--- config.mk ---
export PLATFORM = sky130hd
export DESIGN_NAME = lcd_timing_gen
export DESIGN_NICKNAME = d
export VERILOG_FILES = /design/src/rtl/lcdt_pkg.sv /design/src/rtl/lcdt_regs.sv /design/src/rtl/lcdt_axis_cnt.sv /design/src/rtl/lcdt_axis_dec.sv /design/src/rtl/lcd_timing_gen.sv
export SDC_FILE = /design/constraint.sdc
export NUM_CORES = 1
export LEC_CHECK = 0
export ABC_AREA = 1
export CAP_MARGIN = 10
export CORE_ASPECT_RATIO = 1.4
export CORE_UTILIZATION = 45
export DETAILED_ROUTE_END_ITERATION = 10
export DONT_BUFFER_PORTS = 1
export HOLD_SLACK_MARGIN = 0.08
export SYNTH_ARGS = -nofsm -noshare
export SYNTH_HDL_FRONTEND = slang
export SYNTH_SLANG_ARGS = --single-unit
export TNS_END_PERCENT = 1
--- constraint.sdc ---
create_clock -name clk -period 6.1 [get_ports clk]
set_input_delay 0.61 -clock clk [delete_from_list [all_inputs] [get_ports clk]]
set_output_delay 0.61 -clock clk [all_outputs]
set_load 0.01 [all_outputs]
--- src/rtl/lcdt_pkg.sv ---
`timescale 1ns/1ps
// Package: register word addresses and field indices shared by the
// LCD timing generator. Assumes a fixed 5-bit word address map.
package lcdt_pkg;
    localparam int ADDR_W     = 5;
    localparam int NUM_FIELDS = 11;

    localparam logic [ADDR_W-1:0] A_RUN    = 5'd0;
    localparam logic [ADDR_W-1:0] A_XBP    = 5'd4;
    localparam logic [ADDR_W-1:0] A_YRES   = 5'd11;
    localparam logic [ADDR_W-1:0] A_HPOS   = 5'd12;
    localparam logic [ADDR_W-1:0] A_VPOS   = 5'd13;
    localparam logic [ADDR_W-1:0] A_XSHIFT = 5'd14;
    localparam logic [ADDR_W-1:0] A_YSHIFT = 5'd15;
    localparam logic [ADDR_W-1:0] A_XSCALE = 5'd16;
    localparam logic [ADDR_W-1:0] A_YSCALE = 5'd17;

    // Field indices: per axis a, base a*4 holds bp, sw, fp, res
    localparam int F_BP     = 0;
    localparam int F_SW     = 1;
    localparam int F_FP     = 2;
    localparam int F_RES    = 3;
    localparam int F_XSHIFT = 8;
    localparam int F_XSCALE = 10;
    localparam int F_YRES   = 7;

    // Map a word address to its timing field index, -1 when none
    function automatic int field_of(input logic [ADDR_W-1:0] a);
        if (a >= A_XBP && a <= A_YRES) return int'(a) - int'(A_XBP);
        if (a >= A_XSHIFT && a <= A_XSCALE) return int'(a) - int'(A_XSHIFT) + F_XSHIFT;
        return -1;
    endfunction
endpackage

--- src/rtl/lcdt_regs.sv ---
`timescale 1ns/1ps
// Register file: run control, pending timing fields and their working
// copy, plus the combinational read mux. Assumes single-cycle writes and
// that the caller raises load only at a frame boundary or while stopped.
module lcdt_regs
    import lcdt_pkg::*;
#(
    parameter int CW = 12,
    parameter int TW = CW + 2
) (
    input  logic                            clk,
    input  logic                            rst_n,
    input  logic                            wr,
    input  logic [ADDR_W-1:0]               addr,
    input  logic [CW-1:0]                   wdata,
    input  logic                            load,
    input  logic [TW-1:0]                   hpos,
    input  logic [TW-1:0]                   vpos,
    output logic [1:0]                      run_field,
    output logic [NUM_FIELDS-1:0][CW-1:0]   act,
    output logic [TW-1:0]                   rdata
);
    logic [NUM_FIELDS-1:0][CW-1:0] pend;
    int                            wsel;

    assign wsel = field_of(addr);

    // Run control register: takes effect on the next clock
    always_ff @(posedge clk) begin
        if (!rst_n)                  run_field <= 2'b00;
        else if (wr && addr == A_RUN) run_field <= wdata[1:0];
    end

    // Pending fields take writes; working copy follows on load
    always_ff @(posedge clk) begin
        if (!rst_n) begin
            pend <= '0;
            act  <= '0;
        end else begin
            if (load) act <= pend;
            for (int i = 0; i < NUM_FIELDS; i++) begin
                if (wr && wsel == i) pend[i] <= wdata;
            end
        end
    end

    // Read mux: pending fields, live counters, Y resolution alias
    always_comb begin
        rdata = '0;
        if (wsel >= 0) rdata = TW'(pend[wsel]);
        else if (addr == A_RUN)    rdata = TW'(run_field);
        else if (addr == A_HPOS)   rdata = hpos;
        else if (addr == A_VPOS)   rdata = vpos;
        else if (addr == A_YSCALE) rdata = TW'(pend[F_YRES]);
    end
endmodule

--- src/rtl/lcdt_axis_cnt.sv ---
`timescale 1ns/1ps
// Axis position counter: advances on step, wraps after total-1, held at
// zero while stopped. Assumes total may be anywhere from 0 to 2^TW-1.
module lcdt_axis_cnt #(
    parameter int TW = 14
) (
    input  logic          clk,
    input  logic          rst_n,
    input  logic          run,
    input  logic          step,
    input  logic [TW-1:0] total,
    output logic [TW-1:0] cnt,
    output logic          wrap
);
    logic [TW:0] nxt;

    assign nxt  = {1'b0, cnt} + 1'b1;
    assign wrap = run && step && (nxt >= {1'b0, total});

    // Count, wrap at the end of the period, clear while stopped
    always_ff @(posedge clk) begin
        if (!rst_n || !run) cnt <= '0;
        else if (step)      cnt <= wrap ? '0 : nxt[TW-1:0];
    end
endmodule

--- src/rtl/lcdt_axis_dec.sv ---
`timescale 1ns/1ps
// Axis decoder: from a position count and one axis's fields, derives the
// sync flag, the shifted image window and the coordinate inside it.
// Purely combinational; assumes cnt is TW = CW+2 bits.
module lcdt_axis_dec #(
    parameter int CW = 12,
    parameter int TW = CW + 2
) (
    input  logic [TW-1:0] cnt,
    input  logic [CW-1:0] sw,
    input  logic [CW-1:0] bp,
    input  logic [CW-1:0] res,
    input  logic [CW-1:0] shift,
    input  logic [CW-1:0] span,
    output logic          sync,
    output logic          inwin,
    output logic [CW-1:0] coord
);
    logic [TW-1:0] start, rel, off;
    logic          in_act;

    // Window arithmetic in TW bits so no sum can overflow
    always_comb begin
        start  = TW'(sw) + TW'(bp);
        rel    = cnt - start;
        off    = rel - TW'(shift);
        in_act = (cnt >= start) && (rel < TW'(res));
        inwin  = in_act && (rel >= TW'(shift)) && (off < TW'(span));
        sync   = cnt < TW'(sw);
        coord  = inwin ? off[CW-1:0] : '0;
    end
endmodule

--- src/rtl/lcd_timing_gen.sv ---
`timescale 1ns/1ps
// LCD timing generator top: register file, horizontal and vertical
// counters, and one window decoder per axis. Outputs are combinational
// from registered counters and the working field copy.
module lcd_timing_gen
    import lcdt_pkg::*;
#(
    parameter int CW = 12,
    localparam int TW = CW + 2
) (
    input  logic              clk,
    input  logic              rst_n,
    input  logic              bus_wr,
    input  logic [ADDR_W-1:0] bus_addr,
    input  logic [CW-1:0]     bus_wdata,
    output logic [TW-1:0]     bus_rdata,
    output logic              hsync,
    output logic              vsync,
    output logic              de,
    output logic [CW-1:0]     pix_x,
    output logic [CW-1:0]     pix_y
);
    logic [1:0]                    run_field;
    logic                          run, load, x_wrap, frame_end;
    logic [NUM_FIELDS-1:0][CW-1:0] act;
    logic [TW-1:0]                 h_cnt, v_cnt, x_total, y_total;
    logic [1:0][TW-1:0]            cnt_a;
    logic [1:0]                    sync_a, win_a;
    logic [1:0][CW-1:0]            coord_a;

    assign run       = (run_field == 2'b11);
    assign load      = !run || frame_end;
    assign x_total   = TW'(act[F_SW]) + TW'(act[F_BP]) + TW'(act[F_RES]) + TW'(act[F_FP]);
    assign y_total   = TW'(act[4+F_SW]) + TW'(act[4+F_BP]) + TW'(act[4+F_RES]) + TW'(act[4+F_FP]);
    assign cnt_a[0]  = h_cnt;
    assign cnt_a[1]  = v_cnt;

    lcdt_regs #(.CW(CW), .TW(TW)) u_regs (
        .clk(clk), .rst_n(rst_n), .wr(bus_wr), .addr(bus_addr),
        .wdata(bus_wdata), .load(load), .hpos(h_cnt), .vpos(v_cnt),
        .run_field(run_field), .act(act), .rdata(bus_rdata)
    );

    lcdt_axis_cnt #(.TW(TW)) u_hcnt (
        .clk(clk), .rst_n(rst_n), .run(run), .step(1'b1),
        .total(x_total), .cnt(h_cnt), .wrap(x_wrap)
    );

    lcdt_axis_cnt #(.TW(TW)) u_vcnt (
        .clk(clk), .rst_n(rst_n), .run(run), .step(x_wrap),
        .total(y_total), .cnt(v_cnt), .wrap(frame_end)
    );

    // One decoder per axis; X spans the scaled width, Y its own resolution
    for (genvar a = 0; a < 2; a++) begin : g_axis
        localparam int B  = a * 4;
        localparam int SP = (a == 0) ? F_XSCALE : F_YRES;
        lcdt_axis_dec #(.CW(CW), .TW(TW)) u_dec (
            .cnt(cnt_a[a]), .sw(act[B+F_SW]), .bp(act[B+F_BP]),
            .res(act[B+F_RES]), .shift(act[F_XSHIFT+a]), .span(act[SP]),
            .sync(sync_a[a]), .inwin(win_a[a]), .coord(coord_a[a])
        );
    end

    assign hsync = run && sync_a[0];
    assign vsync = run && sync_a[1];
    assign de    = run && win_a[0] && win_a[1];
    assign pix_x = de ? coord_a[0] : '0;
    assign pix_y = de ? coord_a[1] : '0;
endmodule

Word level (Yosys, flattened, before mapping)
Cells that the tools add are included.
{"block": "word_totals", "register_bits": 294}
{"block": "op_classes", "add_sub_neg": 15, "magnitude_cmp": 18, "eq_ne": 14, "mux": 20, "n_reduce_logical": 34}
{"op": "$eq A32 B4 Y1 const B", "count": 4}
{"op": "$mux W32", "count": 4}
{"op": "$eq A32 B5 Y1 const B", "count": 3}
{"op": "$lt A14 B12 Y1", "count": 6}
{"op": "$mux W12", "count": 7}
{"op": "$mux W14", "count": 5}
{"op": "$eq A32 B3 Y1 const B", "count": 2}
{"op": "$add A14 B12 Y14", "count": 4}
{"op": "$bmux W12 S4", "count": 1}
{"op": "$add A32 B5 Y32 const B", "count": 1}
{"op": "$eq A32 B2 Y1 const B", "count": 1}
{"op": "$ge A32 B1 Y1 const B", "count": 1}
{"op": "$logic_not A32 Y1", "count": 1}
{"op": "$lt A32 B6 Y1 const B", "count": 1}
{"op": "$add A14 B1 Y15 const B", "count": 2}
{"op": "$ge A15 B14 Y1", "count": 2}
{"op": "$ge A14 B12 Y1", "count": 2}
{"op": "$ge A14 B14 Y1", "count": 2}
{"op": "$sub A14 B12 Y14", "count": 2}
{"op": "$sub A14 B14 Y14", "count": 2}
{"op": "$logic_and A1 B1 Y1", "count": 27}
{"op": "$add A12 B12 Y13", "count": 2}
{"op": "$eq A5 B4 Y1 const B", "count": 2}
{"op": "$sub A5 B3 Y6 const B", "count": 1}
{"op": "12 further kinds", "count": 16}

Longest topological paths before layout
Gate-level depths: netlist of run 1.
{"block": "depth", "depth_word": 10, "depth_mapped": 34, "depth_no_buf": 33}

Hierarchy
Synthesis of run 1 repeated with hierarchy kept, for this count alone.
{"block": "unflattened", "cells_unflattened": 3706, "area_unflattened_um2": 23789.1}
{"module": "lcdt_regs", "instances": 1, "cells_per_inst": 1877, "area_each_um2": 12375.6}
{"module": "lcd_timing_gen", "instances": 1, "cells_per_inst": 479, "area_each_um2": 2965.3}
{"module": "lcdt_axis_dec at g_axis[1].u_dec", "instances": 1, "cells_per_inst": 463, "area_each_um2": 2874.0}
{"module": "lcdt_axis_dec at g_axis[0].u_dec", "instances": 1, "cells_per_inst": 453, "area_each_um2": 2820.2}
{"module": "lcdt_axis_cnt at u_hcnt", "instances": 1, "cells_per_inst": 219, "area_each_um2": 1387.6}
{"module": "lcdt_axis_cnt at u_vcnt", "instances": 1, "cells_per_inst": 215, "area_each_um2": 1366.3}

Worst setup path after synthesis of run 1
OpenSTA, ideal clock, no wires.
{"block": "synth_path", "path_kind": "flip-flop to output port", "startpoint": "reg u_regs.act[12] (netlist bit)", "endpoint": "out pix_x[10]", "t_arrival_ns": 5.145, "required_time_ns": 5.490, "slack_ns": 0.345, "path_stages_with_launch": 34, "n_path_buf": 1, "cell_sequence": "dfxtp_1 -> ha_1 -> inv_1 -> fa_1 -> xor2_1 -> ha_1 -> nand2_1 -> o21ai_0 -> a21oi_1 -> o21bai_1 -> nand2_1 -> nand3_1 -> nand2_1 -> o211ai_1 -> nand2_1 -> xnor2_1 -> ha_1 -> nand2_1 -> nor2_1 -> a211oi_1 -> nand3_1 -> xor2_1 -> inv_1 -> ha_1 -> nor4_1 -> nand3_1 -> a211oi_1 -> nand2_1 -> nor2_1 -> nand4_1 -> a21oi_4 -> nand3_4 -> buf_12 -> nor2_4"}
{"block": "synth_between", "elab_chain_cells": 9, "elab_cells_between_ends": 14}
{"element": "start, declared", "line_no": "lcdt_regs.sv:20", "rtl": "output logic [NUM_FIELDS-1:0][CW-1:0] act,"}
{"element": "start signal, assigned", "line_no": "lcdt_regs.sv:40", "rtl": "if (load) act <= pend;"}
{"element": "$add A12 B12 Y13 *", "line_no": "lcdt_axis_dec.sv:24", "rtl": "start = TW'(sw) + TW'(bp);"}
{"element": "branches (longest 7 deep; another with $sub A14 B14 Y14)"}
{"element": "$mux W12 *", "line_no": "lcd_timing_gen.sv:68", "rtl": "assign pix_x = de ? coord_a[0] : '0;"}
{"element": "end, declared", "line_no": "lcd_timing_gen.sv:20", "rtl": "output logic [CW-1:0] pix_x,"}
Every way passes the cells marked *.

Final worst setup path of run 1
{"block": "layout_path", "startpoint": "reg u_regs.act[12] (netlist bit)", "endpoint": "out pix_x[6]"}
Same word-level chain as after synthesis.

==> impl_metrics.toml, run 1 <==
[status]
status = "complete, but fails checks"
violations = "setup timing"

[setup_path]
worst_path_largest_cell_delay_ns = 0.41
critPathRequiredTime_ns = 5.49
critPathCaptureType = "output pin"
cp-start-kind = "flip-flop"
worstPathArrival_ns = 6.12
worstSetupPathType = "reg2out"
cp_max_fo = 5
slowest_stage = "fa_2"
ff2ff_path_depth = 31
crit_path_frequent_cell = "nand2_2"

[layout]
drive_gt1_frac = 0.134
layout_common_cells = "546 x nor2_1, 377 x inv_1, 320 x o21ai_0, 297 x nand2_1, 290 x dfxtp_1"
n_antenna_cell = 0
syn2layout_area_growth_pct = 15.8
final_util = 0.529
layout_commonest_cell = "nor2_1"
fin_nets = 3198

[drt]
wl_per_cell_um = 19.4
drt-pass1-iter-count = 5
viasPerCell = 5.37
vias = 19000
ant_nets = 0
drc_errors = 0
finalWirelength_um = 68300
drt-initial-drc-count = 1351

[placement]
numPortBuffers = 0
post-dp-hpwl_um = 52300
gp_congestion = 1.02

[power]
pwr_density_cell_nw_per_um2 = 192
seq_power_share = 0.431
p_comb_frac = 0.076
power_mw = 4.47
sw_frac_of_total = 0.245
power.net_switching_mw = 1.10
clkPwrFrac = 0.493
internal_power_mw = 3.37
power_leakage_nw = 10.4
irDropWorstVdd_mv = 0.207

[sta]
setup_ws_ns = -0.628
post-route-period-util = 1.10
setup_violations = 25
clock_skew_ns = 0.0254
rsz0062_at_grt = "true"
slew-limit-headroom = 0.253
slew_viol_final = 0
post-route-min-period_ns = 6.73
worst_slew_pin_slew_ns = 1.12
finalHoldViolations = 0
timing.hold.ws_ns = 0.242
timing.fmax_mhz = 149

[clock_tree]
cts_sinks = 294
clkTransAtPathRegs_ns = 0.07
cts_buffers = 34
clkLatencyLatePin_ns = 0.54
root_buffer = "clkbuf_16"
hold_buffers = 0
cts_tree = "built"
cts_buffer_depth = 3
htree_levels = 2

[synth]
seq_area_frac_synth = 0.292
yosys-top-cells-area = "dfxtp_1 29%, ha_1 12%, nor2_1 10%"
synth_top_area_frac = 0.292
ys_ff_latch = 294
syn_inst = 2844
synth-async-reset-ratio = 0
synth_edf_count = 0
yosys.area.top_type = "dfxtp_1"
synth_fp_nets = 3097
synth_ff_type = "dfxtp_1"
syn-cell-area_um2 = 20100
postSynthAreaPerCell_um2 = 7.08
yosys_warnings = 0
synth_cell_type_count = 55

[global_routing]
first_global_vias = 18500
grt_pass1_wl_um = 104000
grt.overflow.total = 0
track_usage = 0.297
grt_max_degree = 259
antenna_found_initial = 0

[worst_hold_path]
min_delay_path_depth = 2
min_path_type = "in2reg"

[run]
drv_cap = 0

[floorplanning]
die_w_um = 181
io_pins = 61
die-area_um2 = 45600
row_count = 91
start_util = 0.457
core_area_um2 = 44100
die_y_um = 252
cell type report:
cell class / instances / area (µm²)
inverters: 387 / 1460
clock inverters: 16 / 201
fillers: 4289 / 20800
well taps: 558 / 698
clock buffers: 45 / 983
multi-input cells: 2043 / 12600
repair buffers: 185 / 1500
flip-flops and latches: 294 / 5890
per-stage QoR:
step | cells | TNS, ns | area, µm² | setup slack (ns)
2_1_floorplan | 2844 | 0 | 20100 | 0.345
3_3_place_gp | 3445 | -3.10 | 21500 | -0.174
3_5_place_dp | 3445 | -3.94 | 21500 | -0.215
4_1_cts | 3521 | -14.04 | 23000 | -0.609
5_1_grt | 3528 | -21.59 | 23300 | -0.954
6_report | 3528 | -13.40 | 23300 | -0.628
critical path: cells and delay by family (launching register included):
family / cells / cell delay, ns
and+or+nand+nor: 15 / 1.60
DFF: 1 / 0.36
buffers and inverters: 5 / 0.61
adders and majority gates: 5 / 1.36
xor gates and xnor gates: 3 / 0.54
AOI/OAI and AO/OA: 7 / 1.11
kinds of logic (layout without fill, tap and decap cells):
logic type,Yosys count,in the layout,share of synthesized area
flops,294,294,0.292
fa+ha+maj,233,233,0.157
xor+xnor,91,91,0.0396
simple gates,1042,1042,0.222
buf+inv,507,633,0.103
compound gates,677,677,0.187
metal layers:
layer	wire length, µm	share of wire	GRT usage	vias to the layer above
met5	0	0	0	-
met4	4810	0.070	0.196	0
met3	4510	0.066	0.0589	195
met2	32800	0.48	0.520	568
met1	26100	0.38	0.327	8725
li1	-	-	-	9469
power groups by stage:
stage	Sequential, mW	Clock (mW)	Combinational, mW
after floorplan	1.97	0	0.235
after CTS	1.93	2.22	0.320
after global routing	1.93	2.29	0.374
after global placement	1.97	0	0.300
final	1.93	2.20	0.338
after detailed placement	1.97	0	0.304
registers in the layout, summed over array words and instances, names as in the netlist:
signal and cells:
u_regs.run_field 2, u_regs.act 132, u_hcnt.cnt 14, u_vcnt.cnt 14, u_regs.pend 132
worst paths after layout:
kind / from / endpoint / slack [ns]
setup / recovery: u_regs.act[12] / pix_x[6] / -0.63
hold / removal: bus_wdata[9] / u_regs.pend[33] / 0.24
setup reg to reg: u_regs.act[48] / u_regs.act[0] / 0.36
hold reg to reg: u_regs.run_field[0] / u_regs.run_field[0] / 0.47
cell usage after synthesis, drive strengths merged (8+ instances only):
cell	number
nand2	326
o221ai	8
xor2	68
nor3	22
nand4	25
buf	50
nor2	584
a21oi	190
o21ai	355
fa	32
ha	201
a211oi	8
xnor2	23
a22oi	61
a21o	9
dfxtp	294
inv	386
o21bai	11
clkbuf	70
nand3	72
what timing repair did:
item                                    in CTS  in global routing
pin swaps                                   22                 46
endpoints found under the setup margin      25                154
buffers inserted                            14                  9
gates cloned                                 1                  0
resized for setup                           34                 70
Note: power is estimated with default switching activity, not from simulation.
==> inputs of run 2 (changes only) <==
- CORE_UTILIZATION: 45 -> 50
- PLACE_DENSITY: not set -> 0.68
==> run 2 against run 1 <==
The run still ends with setup timing left. Via count rose by 1.3%. Core utilization rose by 5.8 points. Final area fell by 0.61%. Combinational power fell by 4%. Critical path depth fell by 3. Sequential share of layout area rose by 0.17 points. Register-to-register slack got worse by 0.09 ns. Critical path type unchanged. Critical endpoint is now pix_x[2].
==> impl_metrics.toml, run 2 (same netlist as run 1, synthesis figures left out) <==
[status]
status = "complete, but fails checks"
violations = "setup timing"

[run]
drv_cap = 0

[drt]
ant_nets = 0
drt-pass1-iter-count = 6
vias = 19200
finalWirelength_um = 66700
drt-initial-drc-count = 1532
drc_errors = 0
wl_per_cell_um = 19.1
viasPerCell = 5.51

[layout]
postLayoutCellArea_um2 = 23200
syn2layout_area_growth_pct = 15.1
regArea_um2 = 5900
fin_nets = 3185
final_cells = 3484
drive_gt1_frac = 0.131
layout_common_cells = "549 x nor2_1, 375 x inv_1, 316 x o21ai_0, 298 x nand2_1, 288 x dfxtp_1"
layout_commonest_cell = "nor2_1"
multiInputGateArea_um2 = 12700
n_antenna_cell = 0
largestRegisters = "u_regs.act: 132 flops, u_regs.pend: 132 flops"
fillers = 3747
final_util = 0.587

[setup_path]
ff2ff_path_depth = 35
r2r-start = "u_regs.act[60]"
critPathRequiredTime_ns = 5.49
slowest_stage = "fa_2"
worstSetupPathType = "reg2out"
worst_path_largest_cell_delay_ns = 0.45
reg2reg_to = "u_regs.act[43]"
cp_max_fo = 5
critPathCaptureType = "output pin"
worstPathArrival_ns = 6.14
crit_path_frequent_cell = "buf_4"
cp-start-kind = "flip-flop"
reg2reg_slack_ns = 0.27

[power]
pwr_density_cell_nw_per_um2 = 183
sw_frac_of_total = 0.253
internal_power_mw = 3.17
power_leakage_nw = 10.3
irDropWorstVdd_mv = 0.212
p_comb_frac = 0.077
power.net_switching_mw = 1.07
seq_power_share = 0.454
clkPwrFrac = 0.469
power_mw = 4.24

[floorplanning]
row_count = 86
start_util = 0.510
die_y_um = 239
die_w_um = 172
die-area_um2 = 41100
io_pins = 61
core_area_um2 = 39500

[sta]
rsz0062_at_grt = "true"
slew-limit-headroom = 0.345
setup_ws_ns = -0.653
finalHoldViolations = 0
post-route-period-util = 1.11
setup_violations = 25
clock_skew_ns = 0.0170
worst_slew_pin_slew_ns = 0.981
post-route-min-period_ns = 6.75
slew_viol_final = 0
timing.fmax_mhz = 148

[placement]
dp_cells = 3410
placed_area_um2 = 21400
numPortBuffers = 0
gp_congestion = 0.990
post-dp-hpwl_um = 50900

[clock_tree]
cts_sinks = 294
htree_levels = 1
cts_buffer_depth = 3
root_buffer = "clkbuf_16"
clkLatencyLatePin_ns = 0.58
cts_tree = "built"
cts_buffers = 30
clkTransAtPathRegs_ns = 0.07

[worst_hold_path]
min_delay_path_depth = 2
min_from = "bus_wdata[7]"
whs_endpoint = "u_regs.pend[79]"
min_path_type = "in2reg"

[global_routing]
first_global_vias = 18800
antenna_found_initial = 1
grt_pass1_wl_um = 102000
track_usage = 0.326
grt_max_degree = 259
grt.overflow.total = 0
[run 2: worst max path at each step]
stage                               from         to  slack (ns)  cells after the start
after floorplan           u_regs.act[12]  pix_x[10]        0.35                     33
after global placement    u_regs.act[12]   pix_y[3]       -0.22                     34
after detailed placement  u_regs.act[48]   pix_y[8]       -0.27                     30
after CTS                 u_regs.act[12]  pix_x[11]       -0.72                     35
after global routing      u_regs.act[60]   pix_x[2]       -0.98                     33
final                     u_regs.act[60]   pix_x[2]       -0.65                     32
[run 2: cell type report]
cell class	count	share of cell area
Sequential cell	294	0.254
Multi-Input combinational cell	2043	0.547
Clock inverter	18	0.00929
Timing Repair Buffer	176	0.0614
Tap cell	528	0.0285
Inverter	387	0.0632
Clock buffer	38	0.0363
[run 2: timing repair]
| action | in CTS | in global routing |
|---|---|---|
| gates resized for setup | 28 | 89 |
| hold buffers | 0 | 0 |
| setup endpoints to repair | 25 | 155 |
| buffers inserted | 5 | 12 |
| hold endpoints to repair | 0 | 0 |
| gates cloned | 1 | 0 |
| pin swaps | 18 | 43 |
[run 2: worst max-delay path, delay by kind of cell (launching register included)]
kind,cells,cell delay [ns]
XOR/XNOR,3,0.54
adder cells (fa/ha/maj),5,1.40
buffers and inverters,6,0.76
flip-flops,1,0.34
AO/OA/AOI/OAI,9,1.34
AND/OR/NAND/NOR,9,1.15
[run 2: power groups by stage]
stage               Sequential [mW]  Combinational, mW  Clock (mW)
floorplan                      1.97              0.235           0
global placement               1.97              0.294           0
detailed placement             1.97              0.300           0
CTS                            1.93              0.306        2.01
global route                   1.92              0.360        2.08
finish                         1.93              0.324        1.99
[run 2: metrics by stage]
step | hold WS (ns) | setup TNS, ns | setup slack, ns
after floorplan | 0.437 | 0 | 0.345
after global placement | 0.453 | -4.15 | -0.220
after detailed placement | 0.462 | -5.39 | -0.275
after CTS | 0.181 | -16.67 | -0.716
after global routing | 0.191 | -23.18 | -0.977
final | 0.195 | -15.05 | -0.653
[run 2: metal layers]
| layer | vias up | wire [µm] | track usage |
|---|---|---|---|
| met5 | - | 0 | 0 |
| met4 | 0 | 5040 | 0.231 |
| met3 | 205 | 4800 | 0.0620 |
| met2 | 665 | 32100 | 0.568 |
| met1 | 8871 | 24700 | 0.352 |
| li1 | 9459 | - | - |
